File: config.mk
export PLATFORM = sky130hd
export DESIGN_NAME = uart_frame_asm
export DESIGN_NICKNAME = d
export VERILOG_FILES = /design/src/rtl/ufa_pkg.sv /design/src/rtl/ufa_rst_sync.sv /design/src/rtl/ufa_gap_timer.sv /design/src/rtl/ufa_byte_seq.sv /design/src/rtl/ufa_pend_slot.sv /design/src/rtl/uart_frame_asm.sv
export SDC_FILE = /design/constraint.sdc
export NUM_CORES = 1
export LEC_CHECK = 0
export BUFFER_PORTS_ARGS = -buffer_cell sky130_fd_sc_hd__buf_2
export CAP_MARGIN = 20
export CORE_MARGIN = 2
export CORE_UTILIZATION = 40
export DETAILED_ROUTE_END_ITERATION = 16
export MAX_ROUTING_LAYER = met4
export SLEW_MARGIN = 20
export SYNTH_ARGS = -nofsm -noshare
export SYNTH_HDL_FRONTEND = slang
export SYNTH_SLANG_ARGS = --single-unit
File: constraint.sdc
create_clock -name clk -period 6.92 [get_ports clk]
set_input_delay 0.692 -clock clk [delete_from_list [all_inputs] [get_ports clk]]
set_output_delay 0.692 -clock clk [all_outputs]
set_load 0.1 [all_outputs]
File: src/rtl/ufa_pkg.sv
`timescale 1ns/1ps
package ufa_pkg;
  // collection phase of the byte sequencer
  typedef enum logic [1:0] {
    ST_IDLE = 2'd0,
    ST_ADDR = 2'd1,
    ST_DATA = 2'd2
  } seq_state_e;
endpackage

File: src/rtl/ufa_rst_sync.sv
`timescale 1ns/1ps
module ufa_rst_sync (
  input  logic clk,
  input  logic rst_n,
  output logic rst_sync_n
);
  logic [1:0] sync_q;

  always_ff @(posedge clk or negedge rst_n) begin
    if (!rst_n) sync_q <= 2'b00;
    else        sync_q <= {sync_q[0], 1'b1};
  end

  assign rst_sync_n = sync_q[1];
endmodule

File: src/rtl/ufa_gap_timer.sv
`timescale 1ns/1ps
module ufa_gap_timer #(
  parameter int TIMEOUT_CYC = 100000
) (
  input  logic clk,
  input  logic rst_n,
  input  logic armed,   // a partial command is open
  input  logic kick,    // a byte arrives this cycle
  output logic expire
);
  localparam int CNT_W = $clog2(TIMEOUT_CYC + 1);
  localparam logic [CNT_W-1:0] LAST = CNT_W'(TIMEOUT_CYC - 1);

  logic [CNT_W-1:0] cnt_q, cnt_d;

  assign expire = armed && !kick && (cnt_q == LAST);

  always_comb begin
    if (!armed || kick || expire) cnt_d = '0;
    else                          cnt_d = cnt_q + 1'b1;
  end

  always_ff @(posedge clk or negedge rst_n) begin
    if (!rst_n) cnt_q <= '0;
    else        cnt_q <= cnt_d;
  end

  // the gap counter never runs past the limit
  a_r6_timer_bound: assert property (@(posedge clk) disable iff (!rst_n)
    cnt_q <= LAST);
  // after an expiry the counter restarts from zero
  a_r6_expire_clears: assert property (@(posedge clk) disable iff (!rst_n)
    expire |=> (cnt_q == '0));
endmodule

File: src/rtl/ufa_byte_seq.sv
`timescale 1ns/1ps
module ufa_byte_seq
  import ufa_pkg::*;
#(
  parameter int BYTE_W = 8,
  parameter int ADDR_W = 13
) (
  input  logic              clk,
  input  logic              rst_n,
  input  logic              rx_valid,
  input  logic [BYTE_W-1:0] rx_byte,
  input  logic              expire,
  output logic              armed,
  output logic              done,
  output logic              done_write,
  output logic [ADDR_W-1:0] done_addr,
  output logic [BYTE_W-1:0] done_data
);
  localparam logic [BYTE_W-1:0] TYPE_WR = '1;
  localparam logic [BYTE_W-1:0] TYPE_RD = '0;
  localparam int PAD_W = ADDR_W - BYTE_W;

  seq_state_e        state_q, state_d;
  logic              write_q, write_d;
  logic [BYTE_W-1:0] addr_q, addr_d;
  logic              done_d, dw_d;
  logic [ADDR_W-1:0] da_d;
  logic [BYTE_W-1:0] dd_d;
  logic              type_ok;

  assign type_ok = (rx_byte == TYPE_WR) || (rx_byte == TYPE_RD);
  assign armed   = (state_q != ST_IDLE);

  always_comb begin
    state_d = state_q;
    write_d = write_q;
    addr_d  = addr_q;
    done_d  = 1'b0;
    dw_d    = done_write;
    da_d    = done_addr;
    dd_d    = done_data;
    case (state_q)
      ST_IDLE: begin
        if (rx_valid && type_ok) begin
          write_d = (rx_byte == TYPE_WR);
          state_d = ST_ADDR;
        end
      end
      ST_ADDR: begin
        if (expire) begin
          state_d = ST_IDLE;
        end else if (rx_valid) begin
          addr_d = rx_byte;
          if (write_q) begin
            state_d = ST_DATA;
          end else begin
            done_d  = 1'b1;
            dw_d    = 1'b0;
            da_d    = {{PAD_W{1'b0}}, rx_byte};
            dd_d    = '0;
            state_d = ST_IDLE;
          end
        end
      end
      ST_DATA: begin
        if (expire) begin
          state_d = ST_IDLE;
        end else if (rx_valid) begin
          done_d  = 1'b1;
          dw_d    = 1'b1;
          da_d    = {{PAD_W{1'b0}}, addr_q};
          dd_d    = rx_byte;
          state_d = ST_IDLE;
        end
      end
      default: state_d = ST_IDLE;
    endcase
  end

  always_ff @(posedge clk or negedge rst_n) begin
    if (!rst_n) begin
      state_q    <= ST_IDLE;
      write_q    <= 1'b0;
      addr_q     <= '0;
      done       <= 1'b0;
      done_write <= 1'b0;
      done_addr  <= '0;
      done_data  <= '0;
    end else begin
      state_q <= state_d;
      write_q <= write_d;
      addr_q  <= addr_d;
      done    <= done_d;
      if (done_d) begin
        done_write <= dw_d;
        done_addr  <= da_d;
        done_data  <= dd_d;
      end
    end
  end

  // a completion is always triggered by a received byte
  a_r2_done_after_byte: assert property (@(posedge clk) disable iff (!rst_n)
    done |-> $past(rx_valid));
  // an invalid type byte leaves the sequencer idle and silent
  a_r4_bad_type_ignored: assert property (@(posedge clk) disable iff (!rst_n)
    (state_q == ST_IDLE && rx_valid && !type_ok) |=> (state_q == ST_IDLE && !done));
  // an expiry always returns to idle without a completion
  a_r6_expire_to_idle: assert property (@(posedge clk) disable iff (!rst_n)
    expire |=> (state_q == ST_IDLE && !done));
endmodule

File: src/rtl/ufa_pend_slot.sv
`timescale 1ns/1ps
module ufa_pend_slot #(
  parameter int BYTE_W = 8,
  parameter int ADDR_W = 13
) (
  input  logic              clk,
  input  logic              rst_n,
  input  logic              in_vld,
  input  logic              in_write,
  input  logic [ADDR_W-1:0] in_addr,
  input  logic [BYTE_W-1:0] in_data,
  input  logic              busy,
  output logic              out_start,
  output logic              out_write,
  output logic [ADDR_W-1:0] out_addr,
  output logic [BYTE_W-1:0] out_data
);
  logic              vld_q, vld_d;
  logic              sw_q;
  logic [ADDR_W-1:0] sa_q;
  logic [BYTE_W-1:0] sd_q;
  logic              issue, take;

  assign issue = vld_q && !busy;
  assign take  = in_vld && (!vld_q || issue);

  always_comb begin
    if (take)       vld_d = 1'b1;
    else if (issue) vld_d = 1'b0;
    else            vld_d = vld_q;
  end

  always_ff @(posedge clk or negedge rst_n) begin
    if (!rst_n) begin
      vld_q     <= 1'b0;
      sw_q      <= 1'b0;
      sa_q      <= '0;
      sd_q      <= '0;
      out_start <= 1'b0;
      out_write <= 1'b0;
      out_addr  <= '0;
      out_data  <= '0;
    end else begin
      vld_q     <= vld_d;
      out_start <= issue;
      if (take) begin
        sw_q <= in_write;
        sa_q <= in_addr;
        sd_q <= in_data;
      end
      if (issue) begin
        out_write <= sw_q;
        out_addr  <= sa_q;
        out_data  <= sd_q;
      end
    end
  end

  // a strobe follows a cycle in which the writer was free
  a_r7_no_start_when_busy: assert property (@(posedge clk) disable iff (!rst_n)
    out_start |-> $past(!busy));
  // a waiting command stays put while the writer is busy
  a_r8_slot_held: assert property (@(posedge clk) disable iff (!rst_n)
    (vld_q && busy) |=> (vld_q && $stable(sa_q) && $stable(sw_q) && $stable(sd_q)));
  // outputs only change together with a strobe
  a_r9_outputs_hold: assert property (@(posedge clk) disable iff (!rst_n)
    !out_start |-> ($stable(out_addr) && $stable(out_data) && $stable(out_write)));
endmodule

File: src/rtl/uart_frame_asm.sv
`timescale 1ns/1ps
module uart_frame_asm #(
  parameter int BYTE_W      = 8,
  parameter int ADDR_W      = 13,
  parameter int TIMEOUT_CYC = 100000
) (
  input  logic              clk,
  input  logic              rst_n,
  input  logic              rx_valid,
  input  logic [BYTE_W-1:0] rx_byte,
  input  logic              wr_busy,
  output logic              cmd_start,
  output logic              cmd_write,
  output logic [ADDR_W-1:0] cmd_addr,
  output logic [BYTE_W-1:0] cmd_data
);
  logic              rst_i_n;
  logic              armed, expire;
  logic              done, done_write;
  logic [ADDR_W-1:0] done_addr;
  logic [BYTE_W-1:0] done_data;

  ufa_rst_sync u_rst (
    .clk        (clk),
    .rst_n      (rst_n),
    .rst_sync_n (rst_i_n)
  );

  ufa_gap_timer #(.TIMEOUT_CYC(TIMEOUT_CYC)) u_timer (
    .clk    (clk),
    .rst_n  (rst_i_n),
    .armed  (armed),
    .kick   (rx_valid),
    .expire (expire)
  );

  ufa_byte_seq #(.BYTE_W(BYTE_W), .ADDR_W(ADDR_W)) u_seq (
    .clk        (clk),
    .rst_n      (rst_i_n),
    .rx_valid   (rx_valid),
    .rx_byte    (rx_byte),
    .expire     (expire),
    .armed      (armed),
    .done       (done),
    .done_write (done_write),
    .done_addr  (done_addr),
    .done_data  (done_data)
  );

  ufa_pend_slot #(.BYTE_W(BYTE_W), .ADDR_W(ADDR_W)) u_slot (
    .clk       (clk),
    .rst_n     (rst_i_n),
    .in_vld    (done),
    .in_write  (done_write),
    .in_addr   (done_addr),
    .in_data   (done_data),
    .busy      (wr_busy),
    .out_start (cmd_start),
    .out_write (cmd_write),
    .out_addr  (cmd_addr),
    .out_data  (cmd_data)
  );

  // a read never carries a data value
  a_r3_read_data_zero: assert property (@(posedge clk) disable iff (!rst_i_n)
    (cmd_start && !cmd_write) |-> (cmd_data == '0));
  // upper address bits stay clear
  a_r5_addr_upper_zero: assert property (@(posedge clk) disable iff (!rst_i_n)
    cmd_addr[ADDR_W-1:BYTE_W] == '0);
endmodule

==> results by group, run 1 <==
Timing
  • Max-slew headroom: 0.462
  • Max Clock Skew: 0.0131 ns
  • Pins Over Slew Limit: 0
  • Max Clk Rate: 422 MHz
  • Final Setup Violations: 0
  • Final setup TNS: 0 ns
  • Slew @ Worst Pin: between 0.8 and 0.9 ns
  • Minimum clock period: 2.37 ns
  • Final hold vios: 0
  • Crit share post-route: 0.342
  • RSZ-0062 raised after global routing: false
  • PnR worst setup slack: 4.55 ns

Synthesis
  • Synth Area per Inst: roughly 12 um^2
  • Syn Std Cell Area: around 3500 um^2
  • YS warnings: 0
  • Cells after synthesis: between 200 and 300
  • Post-synthesis register bit count: 84
  • Number of flops mapped to enable cells by yosys: 0
  • Ys async rst share: 1.00
  • Seq/Total Area, Yosys: 0.596
  • Distinct cell type count after synthesis: 34
  • Main synth FF type: dfrtp_1

Worst setup path
  • Required @ worst endpoint: 7.15 ns
  • CP max-delay cell: a211o_1
  • Max incr delay on CP: 0.65 ns
  • Crit end category: flip-flop
  • Arr. time, crit path: 2.60 ns
  • CP cell instances: inv_1, ha_1, a21oi_1, a211o_1, mux2_2
  • Setup CP Type: reg2reg
  • Worst Setup Start Kind: flip-flop
  • Max FO, Critical Path: 33

Die
  • Die W: 97.9 um
  • Starting density of the core: 0.409
  • Core ar.: between 8000 and 9000 um^2
  • # IOs: 35
  • Die ar.: roughly 9600 um^2
  • Row count: 34
  • Chip Height: 97.9 um

Clocking
  • Post_cts resized: 0
  • CTS tree: built
  • Setup Fix Bufs, Post-CTS: 0
  • CTS H-tree lvls: 3
  • Clock buffer count from CTS: 9
  • CTS clk-pin slew, worst paths: 0.08 ns
  • CTS root buf: clkbuf_8
  • Num Clock Sinks: 84
  • Post-CTS Hold Buffers: 0
  • Clk_lat worst skew: 0.35 ns
  • Clk buf depth: 2

Place
  • Final Wtd Congestion: 0.794
  • Pre-CTS setup slack: 4.53 ns
  • Hpwl dp: 3740 um
  • Buffers on Ports: 29

Detailed routing
  • Routed Antenna Nets: 0
  • Vias: between 2,000 and 2,500
  • Post-detailed-routing wire length: 5630 um
  • Vias/cell: 4.92
  • DR pass1 iterations: 4
  • Wire per inst: roughly 13 um
  • Iter 0 DRT Violations: 59
  • Post-route DRC violation count: 0

Flow run
  • Maxcap violations: 0

Layout
  • Layout cells sized above 1: 0.291
  • # nets final: around 340
  • Sequential standard cell area: about 2100 um^2
  • Util after Layout: 0.460
  • Ant. Diodes: 0
  • Area delta synth->final: 12.4%
  • Layout filler cell count: 833
  • Multi-input gate area: 1320 um^2

Global routing
  • Global-route wire length before repair: approximately 10000 um
  • Initial antenna violation count: 0
  • Largest net degree at the start of global routing: 83
  • Gr usage total: 0.135
  • Grt total ovfl: 0
  • Vias in the first global route: 2,159

Power and ir drop
  • Final Power: 0.968 mW
  • Leak Pwr: 1.87 nW
  • Peak VDD IR: 0.141 mV
  • Cell Pwr Density: ~240 nW/um^2

Min path
  • Worst Hold Class: in2async

Run status
  • Status: finished, final reports clean
-- path summary, 6_finish.rpt --
kind | slack (ns) | start | cells past startpoint | to
hold reg to reg | 0.31 | u_rst.sync_q[1]$_DFF_PN0_ | 0 | u_slot.out_addr[3]$_DFFE_PN0P_
max in group asynchronous | 6.00 | u_rst.sync_q[1]$_DFF_PN0_ | 1 | u_slot.sd_q[4]$_DFFE_PN0P_
hold / removal | 0.11 | rst_n | 1 | u_rst.sync_q[1]$_DFF_PN0_
min in group clk | 0.35 | u_rst.sync_q[0]$_DFF_PN0_ | 0 | u_rst.sync_q[1]$_DFF_PN0_
setup / recovery | 4.55 | u_seq.state_q[0]$_DFFE_PN0P_ | 5 | u_seq.done_write$_DFFE_PN0P_
setup reg to reg | 4.55 | u_seq.state_q[0]$_DFFE_PN0P_ | 5 | u_seq.done_write$_DFFE_PN0P_
-- through the flow --
step / hold WS (ns) / std cells / instance area [um^2]
CTS: 0.0903 / 434 / 3950
finish: 0.114 / 435 / 3970
global route: 0.0767 / 435 / 3970
detailed placement: 0.342 / 418 / 3740
global placement: 0.337 / 418 / 3740
floorplan: 0.331 / 296 / 3540
-- critical path: cells and delay by family (launching register included) --
family	cells	cell delay, ns
muxes	1	0.41
adders and majority gates	1	0.48
AOI/OAI and AO/OA	2	0.93
DFF	1	0.37
buffers and inverters	1	0.07
-- registers in the layout (all words and copies together) (netlist names), 2 cells and up --
name and flops:
u_slot.sa_q 8, u_slot.sd_q 8, u_rst.sync_q 2, u_seq.done_data 8, u_timer.cnt_q 17, u_seq.addr_q 8, u_slot.out_data 8, u_seq.state_q 2
u_slot.out_addr 8, u_seq.done_addr 8
-- where the power goes --
group	internal (mW)	switching [mW]
clock	0.179	0.176
combinational	0.0309	0.0432
sequential	0.521	0.0186
total	0.730	0.238
-- synthesized netlist by cell type (2+ instances only) --
library cell	count	area [um^2]
xor2_1	12	105
inv_1	6	22.5
o21ai_0	21	105
conb_1	2	7.51
mux2i_1	8	80.1
nand4_1	8	50.1
nor4_1	2	12.5
clkbuf_1	7	26.3
buf_2	2	10.0
ha_1	4	50.1
dfrtp_1	84	2100
nor3_1	5	25.0
and3_1	2	12.5
nand2_1	32	120
xnor2_1	3	26.3
buf_4	5	37.5
mux2_2	43	484
a31oi_1	2	12.5
or3_1	2	12.5
nand3_1	9	45.0
nor2_1	20	75.1
-- routing by layer --
metal  GRT usage  up-vias  routed length, um
li1            -     1047                  -
met1       0.160     1059               2630
met2       0.215       29               2750
met3      0.0537        4                218
met4      0.0342        0                 29
met5           -        -                  0
-- final cells by class --
| cell class | instances | share of cell area |
|---|---|---|
| clock buffer | 10 | 0.0347 |
| clock inverter | 6 | 0.0180 |
| inverter | 6 | 0.00567 |
| multi-input combinational | 189 | 0.332 |
| sequential | 84 | 0.531 |
| tap | 108 | 0.0340 |
| timing repair buffer | 32 | 0.0454 |
-- cell usage in the layout (no fill, tap or decap), types with 2 or more instances in the layout --
cell type / instances
clkbuf_8: 10
mux2_2: 43
clkinvlp_4: 2
mux2i_1: 8
nor2_1: 20
ha_1: 4
clkinv_4: 2
inv_1: 6
nor3_1: 5
nand3_1: 9
nand4_1: 8
dfrtp_1: 83
a31oi_1: 2
xor2_1: 12
o21ai_0: 21
xnor2_1: 3
or3_1: 2
and3_1: 2
nor4_1: 2
buf_4: 2
nand2_1: 32
conb_1: 6
buf_2: 29
-- cell families after synthesis --
family                   share of synthesized area
adder cells (fa/ha/maj)                     0.0142
XOR/XNOR                                    0.0372
multiplexers                                 0.160
flip-flops                                   0.596
AND/OR/NAND/NOR                              0.114
AO/OA/AOI/OAI                               0.0415
buffers and inverters                       0.0358
other                                      0.00213
Note: power is estimated with default switching activity, not from simulation.
==> run 2, diff against run 1 <==
Clock period 6.92 ns to 2.1 ns, I/O delays scaled along.
==> run 2 against run 1 <==
  * Sequential power grew to 3.3 times the previous value
  * Clock power grew to 3.2 times the previous value
  * Global-route usage grew 0.78 points
  * Setup slack lost 4.3 ns
  * Sequential share of layout area shrank 0.60 points
  * Critical path type unchanged
  * Critical endpoint is now u_timer.cnt_q[12]$_DFF_PN0_
==> results by group, run 2 (synthesis results as in run 1) <==
Timing
  • Crit share post-route: 0.871 (was 0.342)
  • Final Setup Violations: 0 (unchanged)
  • Max Clk Rate: 547 MHz (was 422 MHz)
  • RSZ-0062 raised after global routing: false (unchanged)
  • Worst hold slack: 0.101 ns (was 0.114 ns)
  • Max Clock Skew: 0.00974 ns (was 0.0131 ns)
  • Final hold vios: 0 (unchanged)
  • Max-slew headroom: 0.669 (was 0.462)
  • Pins Over Slew Limit: 0 (unchanged)
  • Final setup TNS: 0 ns (unchanged)
  • Minimum clock period: 1.83 ns (was 2.37 ns)
  • Slew @ Worst Pin: 0.492 ns (was 0.807 ns)

Layout
  • Most frequent cells in the layout: dfrtp_1, mux2_2, nand2_1 (unchanged)
  • Layout filler cell count: 812 (was 833)
  • Layout Cells excl Fill: 440 (was 435)
  • Util after Layout: 0.465 (was 0.460)
  • Largest Register: u_timer.cnt_q (unchanged)
  • Layout cells sized above 1: 0.292 (was 0.291)
  • Number of flip-flops in the largest register: 17 (unchanged)
  • Commonest non-fill, non-tap cell in the layout: dfrtp_1 (unchanged)
  • Ant. Diodes: 0 (unchanged)
  • # nets final: 343 (was 338)
  • Area delta synth->final: 13.7% (was 12.4%)

Detailed routing
  • Iter 0 DRT Violations: 59 (unchanged)
  • Post-route DRC violation count: 0 (unchanged)
  • Routed Antenna Nets: 0 (unchanged)
  • Wire per inst: 13.6 um (was 12.9 um)
  • Post-detailed-routing wire length: 6000 um (was 5630 um)
  • Vias/cell: 4.87 (was 4.92)
  • Vias: 2,141 (was 2,139)
  • DR pass1 iterations: 4 (unchanged)

Clocking
  • CTS H-tree lvls: 3 (unchanged)
  • CTS tree: built (unchanged)
  • Num Clock Sinks: 84 (unchanged)
  • Clk_lat worst skew: 0.35 ns (about the same)
  • Post_cts resized: 0 (unchanged)
  • CTS clk-pin slew, worst paths: 0.08 ns (about the same)
  • Clock buffer count from CTS: 9 (unchanged)
  • Clk buf depth: 2 (unchanged)
  • CTS root buf: clkbuf_8 (unchanged)

Worst setup path
  • Worst Setup Start Kind: flip-flop (unchanged)
  • R2r setup slk: 0.27 ns (was 4.55 ns)
  • Required @ worst endpoint: 2.33 ns (was 7.15 ns)
  • Reg2reg path depth: 5 (unchanged)
  • Arr. time, crit path: 2.06 ns (was 2.60 ns)
  • Max incr delay on CP: 0.55 ns (was 0.65 ns)
  • Setup CP Type: reg2reg (unchanged)
  • R2r startpoint: u_timer.cnt_q[5]$_DFF_PN0_ (was u_seq.state_q[0]$_DFFE_PN0P_)
  • Max FO, Critical Path: 15 (was 33)
  • Crit end category: flip-flop (unchanged)
  • CP cell instances: or4_1, nor4_2, or3_1, buf_12, nor2_1 (was inv_1, ha_1, a21oi_1, a211o_1, mux2_2)
  • CP max-delay cell: or4_1 (was a211o_1)
  • Reg2reg end: u_timer.cnt_q[12]$_DFF_PN0_ (was u_seq.done_write$_DFFE_PN0P_)

Die
  • Chip Height: 97.9 um (unchanged)
  • Die W: 97.9 um (unchanged)
  • Starting density of the core: 0.409 (unchanged)
  • Row count: 34 (unchanged)
  • # IOs: 35 (unchanged)
  • Die ar.: 9590 um^2 (unchanged)
  • Core ar.: 8640 um^2 (unchanged)

Global routing
  • Largest net degree at the start of global routing: 49 (was 83)
  • Gr usage total: 0.142 (was 0.135)
  • Vias in the first global route: 2,133 (was 2,159)
  • Global-route wire length before repair: 10,500 um (was 9980 um)
  • Grt total ovfl: 0 (unchanged)
  • Initial antenna violation count: 0 (unchanged)

Power and ir drop
  • Cell Pwr Density: 794 nW/um^2 (was 244 nW/um^2)
  • Final Power: 3.19 mW (was 0.968 mW)
  • Peak VDD IR: 0.393 mV (was 0.141 mV)
  • Leak Pwr: 1.90 nW (was 1.87 nW)

Min path
  • Worst Hold Class: in2reg (was in2async)
  • Worst Hold End: u_slot.vld_q$_DFFE_PN0P_
  • Min-delay src: wr_busy
  • WHS Path Cells: 2

Place
  • Dpl cells: 423 (was 418)
  • Hpwl dp: 3980 um (was 3740 um)
  • Buffers on Ports: 29 (unchanged)
  • Final Wtd Congestion: 0.829 (was 0.794)

Flow run
  • Maxcap violations: 0 (unchanged)

Run status
  • Status: finished, final reports clean (unchanged)
-- run 2: cell type report --
type                            instances  area, um^2  share of cell area
Tap cell                              108         135              0.0337
Multi-Input combinational cell        189        1320               0.328
Sequential cell                        84        2110               0.525
Inverter                                6        22.5             0.00561
Clock inverter                          4        56.3              0.0140
Timing Repair Buffer                   37         233              0.0580
Clock buffer                           12         145              0.0362
-- run 2: how the worst max path moves through the flow --
| stage | cells after the start | end | startpoint | slack, ns |
|---|---|---|---|---|
| final | 5 | u_timer.cnt_q[12]$_DFF_PN0_ | u_timer.cnt_q[5]$_DFF_PN0_ | 0.27 |
| after global routing | 7 | u_seq.done_data[7]$_DFFE_PN0P_ | u_seq.state_q[1]$_DFFE_PN0P_ | 0.10 |
| after CTS | 5 | u_timer.cnt_q[12]$_DFF_PN0_ | u_timer.cnt_q[5]$_DFF_PN0_ | 0.26 |
| after detailed placement | 5 | u_timer.cnt_q[12]$_DFF_PN0_ | u_timer.cnt_q[8]$_DFF_PN0_ | 0.27 |
| after global placement | 6 | u_seq.done_data[3]$_DFFE_PN0P_ | u_seq.state_q[1]$_DFFE_PN0P_ | 0.32 |
| after floorplan | 8 | u_seq.done_addr[3]$_DFFE_PN0P_ | u_seq.state_q[0]$_DFFE_PN0P_ | 0.28 |
-- run 2: routing by layer --
metal	global-route usage	share of wire	vias to the layer above
met4	0.0438	0.016	0
met3	0.0501	0.033	9
met2	0.213	0.48	31
met1	0.183	0.47	1043
li1	-	-	1058
met5	-	0	-
-- run 2: critical path: cells and delay by family, from the launching register on --
family	cells	cell delay [ns]
buffers and inverters	1	0.14
AND/OR/NAND/NOR	4	1.13
flip-flops	1	0.44
-- run 2: per-stage QoR --
stage                     setup WS [ns]  cell area (um^2)
after CTS                         0.264              4010
after global placement            0.316              3800
after detailed placement          0.272              3800
final                             0.271              4010
after global routing              0.100              4010
after floorplan                   0.277              3550
-- run 2: repair_timing --
item                      CTS  global route
setup buffers               0             0
hold endpoints to repair    2             0
hold buffers                1             0
-- run 2: power by group --
group	internal, mW	switching, mW	total (mW)
Clock	0.592	0.559	1.15
Combinational	0.110	0.147	0.258
Sequential	1.72	0.0613	1.78
